<file path="src/rtl/bom_pkg.sv">
package bom_pkg;
  typedef enum logic {TX_IDLE = 1'b0, TX_SEND = 1'b1} tx_state_e;
  typedef enum logic {RX_HUNT = 1'b0, RX_CAPT = 1'b1} rx_state_e;
endpackage

</file>
<file path="src/rtl/bom_rst_sync.sv">
module bom_rst_sync #(
  parameter int STAGES = 2
) (
  input  logic clk,
  input  logic rst_n_in,
  output logic rst_n_out
);
  logic [STAGES-1:0] sync_q;

  always_ff @(posedge clk or negedge rst_n_in) begin
    if (!rst_n_in) sync_q <= '0;
    else           sync_q <= {sync_q[STAGES-2:0], 1'b1};
  end

  assign rst_n_out = sync_q[STAGES-1];
endmodule

</file>
<file path="src/rtl/bom_tx.sv">
module bom_tx
  import bom_pkg::*;
#(
  parameter int CODE_W   = 6,
  parameter int HDR_ONES = 8
) (
  input  logic              clk,
  input  logic              rst_n,
  input  logic              tx_en,
  input  logic              tx_preempt,
  input  logic              tx_strobe,
  input  logic [CODE_W-1:0] tx_code,
  output logic              tx_bit,
  output logic              tx_drive
);
  localparam int PAT_LEN = HDR_ONES + CODE_W + 2;
  localparam int PH_W    = $clog2(PAT_LEN);
  localparam logic [PH_W-1:0] LAST_P = PH_W'(PAT_LEN - 1);

  tx_state_e         st_q, st_d;
  logic [PH_W-1:0]   phase_q, phase_d;
  logic [CODE_W-1:0] code_q, code_d;
  logic [PAT_LEN-1:0] word;
  logic [PH_W-1:0]   bit_idx;
  logic              at_last;

  assign word    = {{HDR_ONES{1'b1}}, 1'b0, code_q, 1'b0};
  assign at_last = (phase_q == LAST_P);
  assign bit_idx = LAST_P - phase_q;

  always_comb begin
    st_d    = st_q;
    phase_d = phase_q;
    code_d  = code_q;
    case (st_q)
      TX_IDLE: begin
        if (tx_en && !tx_preempt) begin
          st_d    = TX_SEND;
          phase_d = '0;
          code_d  = tx_code;
        end
      end
      TX_SEND: begin
        if (!tx_en) begin
          st_d    = TX_IDLE;
          phase_d = '0;
        end else if (tx_strobe) begin
          if (at_last) begin
            phase_d = '0;
            if (tx_preempt) st_d   = TX_IDLE;
            else            code_d = tx_code;
          end else begin
            phase_d = phase_q + 1'b1;
          end
        end
      end
      default: st_d = TX_IDLE;
    endcase
  end

  always_ff @(posedge clk or negedge rst_n) begin
    if (!rst_n) begin
      st_q    <= TX_IDLE;
      phase_q <= '0;
      code_q  <= '0;
    end else begin
      st_q    <= st_d;
      phase_q <= phase_d;
      code_q  <= code_d;
    end
  end

  assign tx_drive = (st_q == TX_SEND);
  assign tx_bit   = tx_drive ? word[bit_idx] : 1'b1;

  AST_TX_OFF_WHEN_DISABLED: assert property (@(posedge clk) disable iff (!rst_n)
    !tx_en |=> !tx_drive) else $error("tx drives while disabled");
  AST_TX_RESTART_AT_HEAD: assert property (@(posedge clk) disable iff (!rst_n)
    $rose(tx_drive) |-> (phase_q == '0)) else $error("tx resumed mid pattern");
  AST_TX_HOLDS_TO_BOUNDARY: assert property (@(posedge clk) disable iff (!rst_n)
    tx_drive && tx_en && !(tx_strobe && at_last) |=> tx_drive) else $error("tx released early");
  AST_TX_PHASE_STEP: assert property (@(posedge clk) disable iff (!rst_n)
    tx_drive && tx_en && !tx_strobe |=> $stable(phase_q)) else $error("tx moved without strobe");
endmodule

</file>
<file path="src/rtl/bom_rx_align.sv">
module bom_rx_align
  import bom_pkg::*;
#(
  parameter int CODE_W   = 6,
  parameter int HDR_ONES = 8
) (
  input  logic              clk,
  input  logic              rst_n,
  input  logic              rx_strobe,
  input  logic              rx_bit,
  output logic              slot_evt,
  output logic              slot_ok,
  output logic [CODE_W-1:0] slot_code
);
  localparam int HUNT_W = HDR_ONES + 1;
  localparam int CNT_W  = $clog2(CODE_W + 1);
  localparam logic [HUNT_W-1:0] HDR      = {{HDR_ONES{1'b1}}, 1'b0};
  localparam logic [CNT_W-1:0]  CNT_LAST = CNT_W'(CODE_W);

  rx_state_e         st_q, st_d;
  logic [HUNT_W-1:0] hunt_q, hunt_d, hunt_n;
  logic [CODE_W-1:0] cap_q, cap_d;
  logic [CNT_W-1:0]  cnt_q, cnt_d;
  logic              evt_q, evt_d, ok_q, ok_d;
  logic [CODE_W-1:0] code_q, code_d;

  assign hunt_n = {hunt_q[HUNT_W-2:0], rx_bit};

  always_comb begin
    st_d   = st_q;
    hunt_d = hunt_q;
    cap_d  = cap_q;
    cnt_d  = cnt_q;
    evt_d  = 1'b0;
    ok_d   = ok_q;
    code_d = code_q;
    if (rx_strobe) begin
      case (st_q)
        RX_HUNT: begin
          hunt_d = hunt_n;
          if (hunt_n == HDR) begin
            st_d  = RX_CAPT;
            cnt_d = '0;
          end
        end
        RX_CAPT: begin
          if (cnt_q == CNT_LAST) begin
            evt_d  = 1'b1;
            ok_d   = !rx_bit;
            code_d = cap_q;
            st_d   = RX_HUNT;
            hunt_d = '0;
          end else begin
            cap_d = {cap_q[CODE_W-2:0], rx_bit};
            cnt_d = cnt_q + 1'b1;
          end
        end
        default: st_d = RX_HUNT;
      endcase
    end
  end

  always_ff @(posedge clk or negedge rst_n) begin
    if (!rst_n) begin
      st_q   <= RX_HUNT;
      hunt_q <= '0;
      cap_q  <= '0;
      cnt_q  <= '0;
      evt_q  <= 1'b0;
      ok_q   <= 1'b0;
      code_q <= '0;
    end else begin
      st_q   <= st_d;
      hunt_q <= hunt_d;
      cap_q  <= cap_d;
      cnt_q  <= cnt_d;
      evt_q  <= evt_d;
      ok_q   <= ok_d;
      code_q <= code_d;
    end
  end

  assign slot_evt  = evt_q;
  assign slot_ok   = ok_q;
  assign slot_code = code_q;

  AST_SLOT_FROM_STROBE: assert property (@(posedge clk) disable iff (!rst_n)
    slot_evt |-> $past(rx_strobe)) else $error("slot without strobe");
  AST_SLOT_IS_PULSE: assert property (@(posedge clk) disable iff (!rst_n)
    slot_evt |=> !slot_evt) else $error("slot event repeated");
endmodule

</file>
<file path="src/rtl/bom_rx_vote.sv">
module bom_rx_vote #(
  parameter int CODE_W = 6,
  parameter int WIN    = 10,
  parameter int MIN    = 7
) (
  input  logic              clk,
  input  logic              rst_n,
  input  logic              slot_evt,
  input  logic              slot_ok,
  input  logic [CODE_W-1:0] slot_code,
  input  logic              irq_en,
  output logic [CODE_W-1:0] rx_code,
  output logic              rx_valid,
  output logic              irq
);
  localparam int ONES_W = $clog2(WIN + 1);
  localparam logic [ONES_W-1:0] MIN_P = ONES_W'(MIN);

  logic [WIN-1:0]    hist_q, hist_d;
  logic [CODE_W-1:0] cand_q, cand_d;
  logic [CODE_W-1:0] code_q, code_d;
  logic              valid_q, valid_d, irq_q, irq_d;
  logic [ONES_W-1:0] ones;
  logic              match, restart, load;

  assign match   = slot_ok && (slot_code == cand_q);
  assign restart = slot_ok && (slot_code != cand_q);

  always_comb begin
    hist_d = hist_q;
    cand_d = cand_q;
    if (slot_evt) begin
      if (restart) begin
        cand_d = slot_code;
        hist_d = WIN'(1);
      end else begin
        hist_d = {hist_q[WIN-2:0], match};
      end
    end
  end

  always_comb begin
    ones = '0;
    for (int i = 0; i < WIN; i++) ones = ones + ONES_W'(hist_d[i]);
  end

  assign load = slot_evt && (ones >= MIN_P) && (!valid_q || (cand_d != code_q));

  always_comb begin
    code_d  = code_q;
    valid_d = valid_q;
    irq_d   = load && irq_en;
    if (load) begin
      code_d  = cand_d;
      valid_d = 1'b1;
    end
  end

  always_ff @(posedge clk or negedge rst_n) begin
    if (!rst_n) begin
      hist_q  <= '0;
      cand_q  <= '0;
      code_q  <= '0;
      valid_q <= 1'b0;
      irq_q   <= 1'b0;
    end else begin
      hist_q  <= hist_d;
      cand_q  <= cand_d;
      code_q  <= code_d;
      valid_q <= valid_d;
      irq_q   <= irq_d;
    end
  end

  assign rx_code  = code_q;
  assign rx_valid = valid_q;
  assign irq      = irq_q;

  AST_CODE_MOVES_ON_SLOT: assert property (@(posedge clk) disable iff (!rst_n)
    !$stable(rx_code) |-> $past(slot_evt)) else $error("code changed off slot");
  AST_RESTART_CLEARS: assert property (@(posedge clk) disable iff (!rst_n)
    slot_evt && slot_ok && (slot_code != cand_q) |=> ($countones(hist_q) == 1)) else $error("history kept");
  AST_IRQ_GATED: assert property (@(posedge clk) disable iff (!rst_n)
    irq |-> $past(irq_en)) else $error("irq while masked");
  AST_IRQ_PULSE: assert property (@(posedge clk) disable iff (!rst_n)
    irq |=> !irq) else $error("irq longer than one cycle");
endmodule

</file>
<file path="src/rtl/bom_xcvr.sv">
module bom_xcvr #(
  parameter int CODE_W   = 6,
  parameter int HDR_ONES = 8,
  parameter int WIN      = 10,
  parameter int MIN      = 7
) (
  input  logic              clk,
  input  logic              rst_n,
  input  logic              tx_en,
  input  logic              tx_preempt,
  input  logic [CODE_W-1:0] tx_code,
  input  logic              tx_strobe,
  output logic              tx_bit,
  output logic              tx_drive,
  input  logic              rx_strobe,
  input  logic              rx_bit,
  input  logic              irq_en,
  output logic [CODE_W-1:0] rx_code,
  output logic              rx_valid,
  output logic              irq
);
  logic              rst_n_s;
  logic              slot_evt, slot_ok;
  logic [CODE_W-1:0] slot_code;

  bom_rst_sync #(.STAGES(2)) u_rst (
    .clk(clk), .rst_n_in(rst_n), .rst_n_out(rst_n_s)
  );

  bom_tx #(.CODE_W(CODE_W), .HDR_ONES(HDR_ONES)) u_tx (
    .clk(clk), .rst_n(rst_n_s), .tx_en(tx_en), .tx_preempt(tx_preempt),
    .tx_strobe(tx_strobe), .tx_code(tx_code), .tx_bit(tx_bit), .tx_drive(tx_drive)
  );

  bom_rx_align #(.CODE_W(CODE_W), .HDR_ONES(HDR_ONES)) u_align (
    .clk(clk), .rst_n(rst_n_s), .rx_strobe(rx_strobe), .rx_bit(rx_bit),
    .slot_evt(slot_evt), .slot_ok(slot_ok), .slot_code(slot_code)
  );

  bom_rx_vote #(.CODE_W(CODE_W), .WIN(WIN), .MIN(MIN)) u_vote (
    .clk(clk), .rst_n(rst_n_s), .slot_evt(slot_evt), .slot_ok(slot_ok),
    .slot_code(slot_code), .irq_en(irq_en), .rx_code(rx_code),
    .rx_valid(rx_valid), .irq(irq)
  );
endmodule

</file>
<file path="config.mk">
export PLATFORM = sky130hd
export DESIGN_NAME = bom_xcvr
export DESIGN_NICKNAME = d
export VERILOG_FILES = /design/src/rtl/bom_pkg.sv /design/src/rtl/bom_rst_sync.sv /design/src/rtl/bom_tx.sv /design/src/rtl/bom_rx_align.sv /design/src/rtl/bom_rx_vote.sv /design/src/rtl/bom_xcvr.sv
export SDC_FILE = /design/constraint.sdc
export NUM_CORES = 1
export LEC_CHECK = 0
export CAP_MARGIN = 20
export CORE_MARGIN = 3
export CORE_UTILIZATION = 45
export CTS_CLUSTER_DIAMETER = 200
export DETAILED_ROUTE_END_ITERATION = 12
export PLACE_DENSITY = 0.76
export SLEW_MARGIN = 20
export SYNTH_ARGS = -nofsm -noshare
export SYNTH_HDL_FRONTEND = slang
export SYNTH_HIERARCHICAL = 1
export SYNTH_SLANG_ARGS = --single-unit
</file>
<file path="constraint.sdc">
create_clock -name clk -period 4.8 [get_ports clk]
set_input_delay 0.72 -clock clk [delete_from_list [all_inputs] [get_ports clk]]
set_output_delay 0.72 -clock clk [all_outputs]
set_load 0.02 [all_outputs]
</file>
* After elaboration in Yosys (flattened, before gate mapping)
Index checks and enable logic that the tools add are counted. W data, S select, Z words.
Storage, ports and cells: output and inout port bits 10, flip-flop bits (word level) 63, input port bits 14, ROM bits 0, bits in writable memories 0, latch bits 0, logic and storage cells 99, memories kept 0
Cells by class: multiplexer cells 35, multipliers 0, magnitude comparators 2, shift-type cells 0, reduce and logical (&&, ||, !) cells 16, eq/ne operators 15, divide/modulo/power cells 0, add/sub/neg operators 12, bitwise gates (word level) 3
Operators by type and width (number):
- $mux W6 | 7
- $add A4 B1 Y4 | 8
- $mux W10 | 2
- $mux W4 | 4
- $pmux W8 S2 | 1
- $mux W1 | 12
- $ne A2 B2 Y1 const B | 6
- $ne A6 B6 Y1 | 2
- $pmux W6 S2 | 1
- $eq A9 B9 Y1 const B | 1
- $reduce_and A3 Y1 | 3
- $mux W8 | 1
- $pmux W4 S2 | 1
- $eq A6 B6 Y1 | 1
- $logic_and A1 B1 Y1 | 6
- $mux W3 | 2
- $pmux W3 S2 | 1
- $lt A4 B5 Y1 const B | 1
- $reduce_and A5 Y1 | 1
- $add A4 B1 Y4 const B | 1
- $bmux W1 S4 | 1
- $eq A4 B4 Y1 const B | 1
- $ge A4 B3 Y1 const B | 1
- $ne A2 B1 Y1 const B | 2
- other kinds (10) | 16

* Depth between registers and ports, before layout
depth after elaboration 17, gate-level depth with buffers 16

* Cells and area by module
Netlist, hierarchy kept.
By module, submodules not included:
- bom_rx_vote | cells each 123, times used 1, area each 1413.9 um^2, seq. area each 600.6 um^2
- bom_rx_align | cells each 76, times used 1, area each 1063.5 um^2, seq. area each 650.6 um^2
- bom_tx | cells each 50, times used 1, area each 575.6 um^2, seq. area each 275.3 um^2
- bom_rst_sync | cells each 3, times used 1, area each 53.8 um^2, seq. area each 50.0 um^2

* Least setup slack after synthesis
Ideal clock, no wire load.
path type register to register, start register u_vote.cand_q[3], end register u_vote.code_q[0], in the netlist u_vote/rx_code[0], library setup time 0.125 ns, setup slack 0.235 ns, arrival 4.440 ns, path buffers 0, data required time 4.675 ns, cell stages (with the launch flop) 16, cell sequence dfrtp_1 xor2_1 nor3_2 a31oi_4 or2_2 fa_1 fa_1 fa_1 inv_1 ha_1 fa_1 xor2_1 a32o_1 nand2_1 a31oi_2 mux2_2
On the way: cells in the longest elaborated chain, start to end 16
RTL lines:
- start: declaration | line bom_rx_vote.sv:20 | logic [CODE_W-1:0] cand_q, cand_d;
- start signal: assignment | line bom_rx_vote.sv:68 | cand_q <= cand_d;
- $eq A6 B6 Y1 or $ne A6 B6 Y1 (tied branches) | line bom_rx_vote.sv:26, bom_rx_vote.sv:27
- $logic_and A1 B1 Y1 (on tied branches) | line bom_rx_vote.sv:26, bom_rx_vote.sv:27
- $mux W10 | line bom_rx_vote.sv:33 | if (restart) begin
- $mux W10 | line bom_rx_vote.sv:32 | if (slot_evt) begin
- $add A1 B1 Y2 | line bom_rx_vote.sv:44 | for (int i = 0; i < WIN; i++) ones = ones + ONES_W'(hist_d[i]);
- $add A4 B1 Y4 (8 in a row) | line bom_rx_vote.sv:44
- $ge A4 B3 Y1 | line bom_rx_vote.sv:47 | assign load = slot_evt && (ones >= MIN_P) && (!valid_q || (cand_d != code_q));
- $logic_and A1 B1 Y1 (2 in a row) | line bom_rx_vote.sv:47
- end signal: assignment | line bom_rx_vote.sv:69 | code_q <= code_d;
- end: declaration | line bom_rx_vote.sv:21 | logic [CODE_W-1:0] code_q, code_d;
Parallel ways exist; a longest one is shown, timed or not. A chain may end at the register's enable or synchronous reset.

* Final worst setup path
start register u_align.code_q[2], in the netlist u_align/slot_code[2], end register u_vote.code_q[2], in the netlist u_vote/rx_code[2]
On the way: cells in the longest elaborated chain, start to end 16
RTL lines:
- start: declaration | line bom_rx_align.sv:25 | logic [CODE_W-1:0] code_q, code_d;
- start signal: assignment | line bom_rx_align.sv:79 | code_q <= code_d;
- $eq A6 B6 Y1 or $ne A6 B6 Y1 (tied branches) | line bom_rx_vote.sv:26, bom_rx_vote.sv:27
- $logic_and A1 B1 Y1 (on tied branches) | line bom_rx_vote.sv:26, bom_rx_vote.sv:27
- $mux W10 | line bom_rx_vote.sv:33
- $mux W10 | line bom_rx_vote.sv:32
- $add A1 B1 Y2 | line bom_rx_vote.sv:44
- $add A4 B1 Y4 (8 in a row) | line bom_rx_vote.sv:44
- $ge A4 B3 Y1 | line bom_rx_vote.sv:47
- $logic_and A1 B1 Y1 (2 in a row) | line bom_rx_vote.sv:47
Parallel ways exist; a longest one is shown, timed or not.

==> run_results.csv <==
group,metric,value,unit
die,start_util,47.57,%
cts,cts_sinks,63,
finish,final_common_cell,"dfrtp_1",
synth,syn-num-nets,277,
min_path,min_path_type,"reg2reg",
setup_path,critPathLaunch,"u_align/slot_code[2]$_DFFE_PN0P_",
synth,syn_area_per_cell,12.33,um^2
setup_path,cp_cell_sequence,"xor2_1 > nor3_2 > a31oi_4 > or2_2 > fa_1 > fa_1 > fa_1 > inv_1 > ha_1 > fa_1 > xor2_1 > a32o_1 > nand2_1 > a31oi_4 > mux2_2",
die,io_pins,24,
grt,grt_first_pass_wirelength,9.653,mm
sta,finalHoldViolations,0,
cts,clk_path_buf_depth,2,
finish,final_util,56.71,%
detailed_routing,final_antenna_net_count,0,
grt,grt-ovfl-total,0,
setup_path,crit_family,"adder cells",
setup_path,r2r_setup_slack,0.18,ns
finish,seqCellArea,1578,um^2
setup_path,crit_fanout,5,
setup_path,path_common_cell,"fa_1",
grt,grt_pass1_vias,2089,
die,die_area,7937,um^2
cts,tritoncts,"done",
die,rows,29,
placement,hpwlAfterDp,3.996,mm
die,die_w,89.09,um
setup_path,critPathBufInv,1,
power,p_per_area,461.9,nW/um^2
synth,syn_area,3107,um^2
cts,root_buffer,"clkbuf_8",
sta,maxSlewViolCount,0,
synth,ys_ff_latch,63,
sta,timing.slew.headroom,48.89,%
die,core,6531,um^2
sta,post-route-period-util,96.19,%
cts,path_clk_slew,0.06,ns
sta,setup_viol,0,
sta,max_freq,216.6,MHz
detailed_routing,drt_wl_total,5.529,mm
cts,hold_buffers,0,
setup_path,reg2reg_from,"u_align/slot_code[2]$_DFFE_PN0P_",
finish,fillers,545,
setup_path,timing.rr.end,"u_vote/rx_code[2]$_DFFE_PN0P_",
finish,multi_input_area,1440,um^2
detailed_routing,routed_via_density,5.439,
finish,area_delta_synth_final,19.21,%
finish,num-nets-final,314,
sta,setup_tns,0,ns
synth,ys_types,53,
synth,yosysWarnings,6,
synth,synthCells,252,
grt,antenna_found_initial,0,
sta,min_period,4.617,ns
sta,rsz0062_at_grt,"no",
power,leakagePower,1.752,nW
setup_path,path_class,"reg2reg",
detailed_routing,vias,2018,
finish,most-common-layout-cells,"62 x dfrtp_1, 26 x mux2_2, 23 x clkdlybuf4s50_1",
detailed_routing,drtPass1Iterations,4,
setup_path,cp-start-kind,"flip-flop",
sta,tightest_slew,0.7667,ns
setup_path,reg2reg_depth,15,
sta,finalClockSkew,0.009462,ns
setup_path,arrival,4.83,ns
setup_path,cp-end-kind,"flip-flop",
placement,gp_congestion,0.8402,
setup_path,critPathSlowestCell,"fa_1",
detailed_routing,wl_per_cell,14.90,um
setup_path,crit_end,"u_vote/rx_code[2]$_DFFE_PN0P_",
setup_path,cp_num_cells,15,
grt,grt_max_degree,62,
setup_path,crit_required,5.01,ns
grt,grtUsageTotal,15.95,%
finish,layout-drive-gt1-share,24.49,%
detailed_routing,drc_errors,0,
power,peakVddDrop,0.2455,mV
synth,ys_seq_area_share,50.75,%
status,status,"finished, final reports clean",
placement,port_buffers,23,
cts,htree_levels,3,
die,die_y,89.09,um
cts,numCtsBuffers,9,
cts,clkLatencyLatePin,0.33,ns
finish,antennaDiodeCount,0,
setup_path,critPathMaxStageDelay,0.55,ns
detailed_routing,dr.first_iter.drc_count,64,
run,maxCapViolCount,0,
-- metrics by stage --
step           setup WS (ns)  hold slack (ns)  cells  total power, mW  cell area [um^2]
6_report              0.1830           0.3633    371            1.711              3704
5_1_grt             0.007502           0.3801    371            1.815              3704
4_1_cts              0.03774           0.3646    370            1.714              3682
3_5_place_dp         0.04948           0.3356    354            1.194              3458
3_3_place_gp          0.1914           0.3389    354            1.165              3458
2_1_floorplan         0.2350           0.3312    252            1.079              3107
-- cells in the mapped netlist, drive strengths merged --
library cell / count / share of area, %
conb: 1 / 0.12
nor2b: 4 / 0.81
dfrtp: 63 / 51
nand3b: 2 / 0.48
or2: 8 / 1.6
a21o: 2 / 0.48
nand4: 4 / 1.0
o21ai: 15 / 2.5
inv: 20 / 2.4
o32ai: 2 / 0.81
o22ai: 2 / 0.40
nor3: 5 / 0.97
nand3: 4 / 0.64
a211oi: 1 / 0.40
nand2: 9 / 1.2
xor2: 10 / 2.8
or3: 1 / 0.20
nand4b: 2 / 0.56
o21a: 1 / 0.24
o2bb2ai: 1 / 0.48
a32o: 1 / 0.32
mux2: 28 / 10
mux4: 1 / 0.72
a21boi: 1 / 0.24
a22o: 8 / 2.3
nand2b: 3 / 0.60
a21oi: 4 / 1.0
a2111oi: 1 / 0.28
and3: 1 / 0.20
a221oi: 2 / 0.56
xnor2: 3 / 0.85
and2: 2 / 0.40
ha: 5 / 2.0
fa: 6 / 3.9
a31oi: 3 / 1.3
mux2i: 12 / 3.9
o21bai: 1 / 0.24
nor2: 8 / 1.0
buf: 5 / 0.93
-- how the worst min path moves through the flow --
stage                               from                   endpoint  slack [ns]  cells after the start
2_1_floorplan  u_rst/sync_q[0]$_DFF_PN0_  u_rst/sync_q[1]$_DFF_PN0_        0.33                      0
3_3_place_gp   u_rst/sync_q[0]$_DFF_PN0_  u_rst/sync_q[1]$_DFF_PN0_        0.34                      0
3_5_place_dp   u_rst/sync_q[0]$_DFF_PN0_  u_rst/sync_q[1]$_DFF_PN0_        0.34                      0
4_1_cts        u_rst/sync_q[0]$_DFF_PN0_  u_rst/sync_q[1]$_DFF_PN0_        0.36                      0
5_1_grt        u_rst/sync_q[0]$_DFF_PN0_  u_rst/sync_q[1]$_DFF_PN0_        0.38                      0
6_report       u_rst/sync_q[0]$_DFF_PN0_  u_rst/sync_q[1]$_DFF_PN0_        0.36                      0
-- cells by family after synthesis --
group	count (synthesis)	share of synthesized area (%)
buffers and inverters	25	3.343
DFF	63	50.75
muxes	41	14.98
and+or+nand+nor	53	9.707
xor gates and xnor gates	13	3.665
adders and majority gates	11	5.880
other	1	0.1207
AOI/OAI and AO/OA	45	11.56
-- registers in the layout, summed over array words and instances, names as in the netlist --
signal             cells
u_align/st_q           1
u_align/slot_evt       1
u_align/slot_code      6
u_align/cnt_q          3
u_align/cap_q          6
u_tx/tx_drive          1
u_vote/irq             1
u_align/hunt_q         8
u_vote/rx_code         6
u_rst/sync_q           2
u_vote/cand_q          6
u_vote/hist_q         10
u_vote/rx_valid        1
u_tx/code_q            6
u_tx/phase_q           4
u_align/slot_ok        1
-- power breakdown --
group          total [mW]  switching [mW]  internal, mW  leakage [nW]
Combinational       0.437           0.214         0.222         0.816
Clock               0.516           0.195         0.321         0.114
Sequential          0.758           0.103         0.656         0.823
Total                1.71           0.512          1.20          1.75
-- layout make-up --
cell class                 count  area share, %
clock buffer                  13          4.291
multi-input combinational    164          38.89
sequential                    63          42.60
timing repair buffer          31          7.838
clock inverter                 3          1.757
inverter                      20          2.027
tap                           77          2.601
-- layer usage --
metal / share of wire (%) / global-route usage [%] / wire length (um)
met1: 47 / 21.55 / 2617
met2: 49 / 24.25 / 2700
met3: 2.1 / 3.410 / 115
met4: 1.7 / 8.254 / 94
met5: 0 / 0 / 0
-- what timing repair did --
| item | CTS | global route |
|---|---|---|
| setup endpoints to repair | 0 | 6 |
| setup buffers | 0 | 1 |
| resized for setup | 0 | 3 |
No activity file was read; power rests on OpenSTA's default activity.
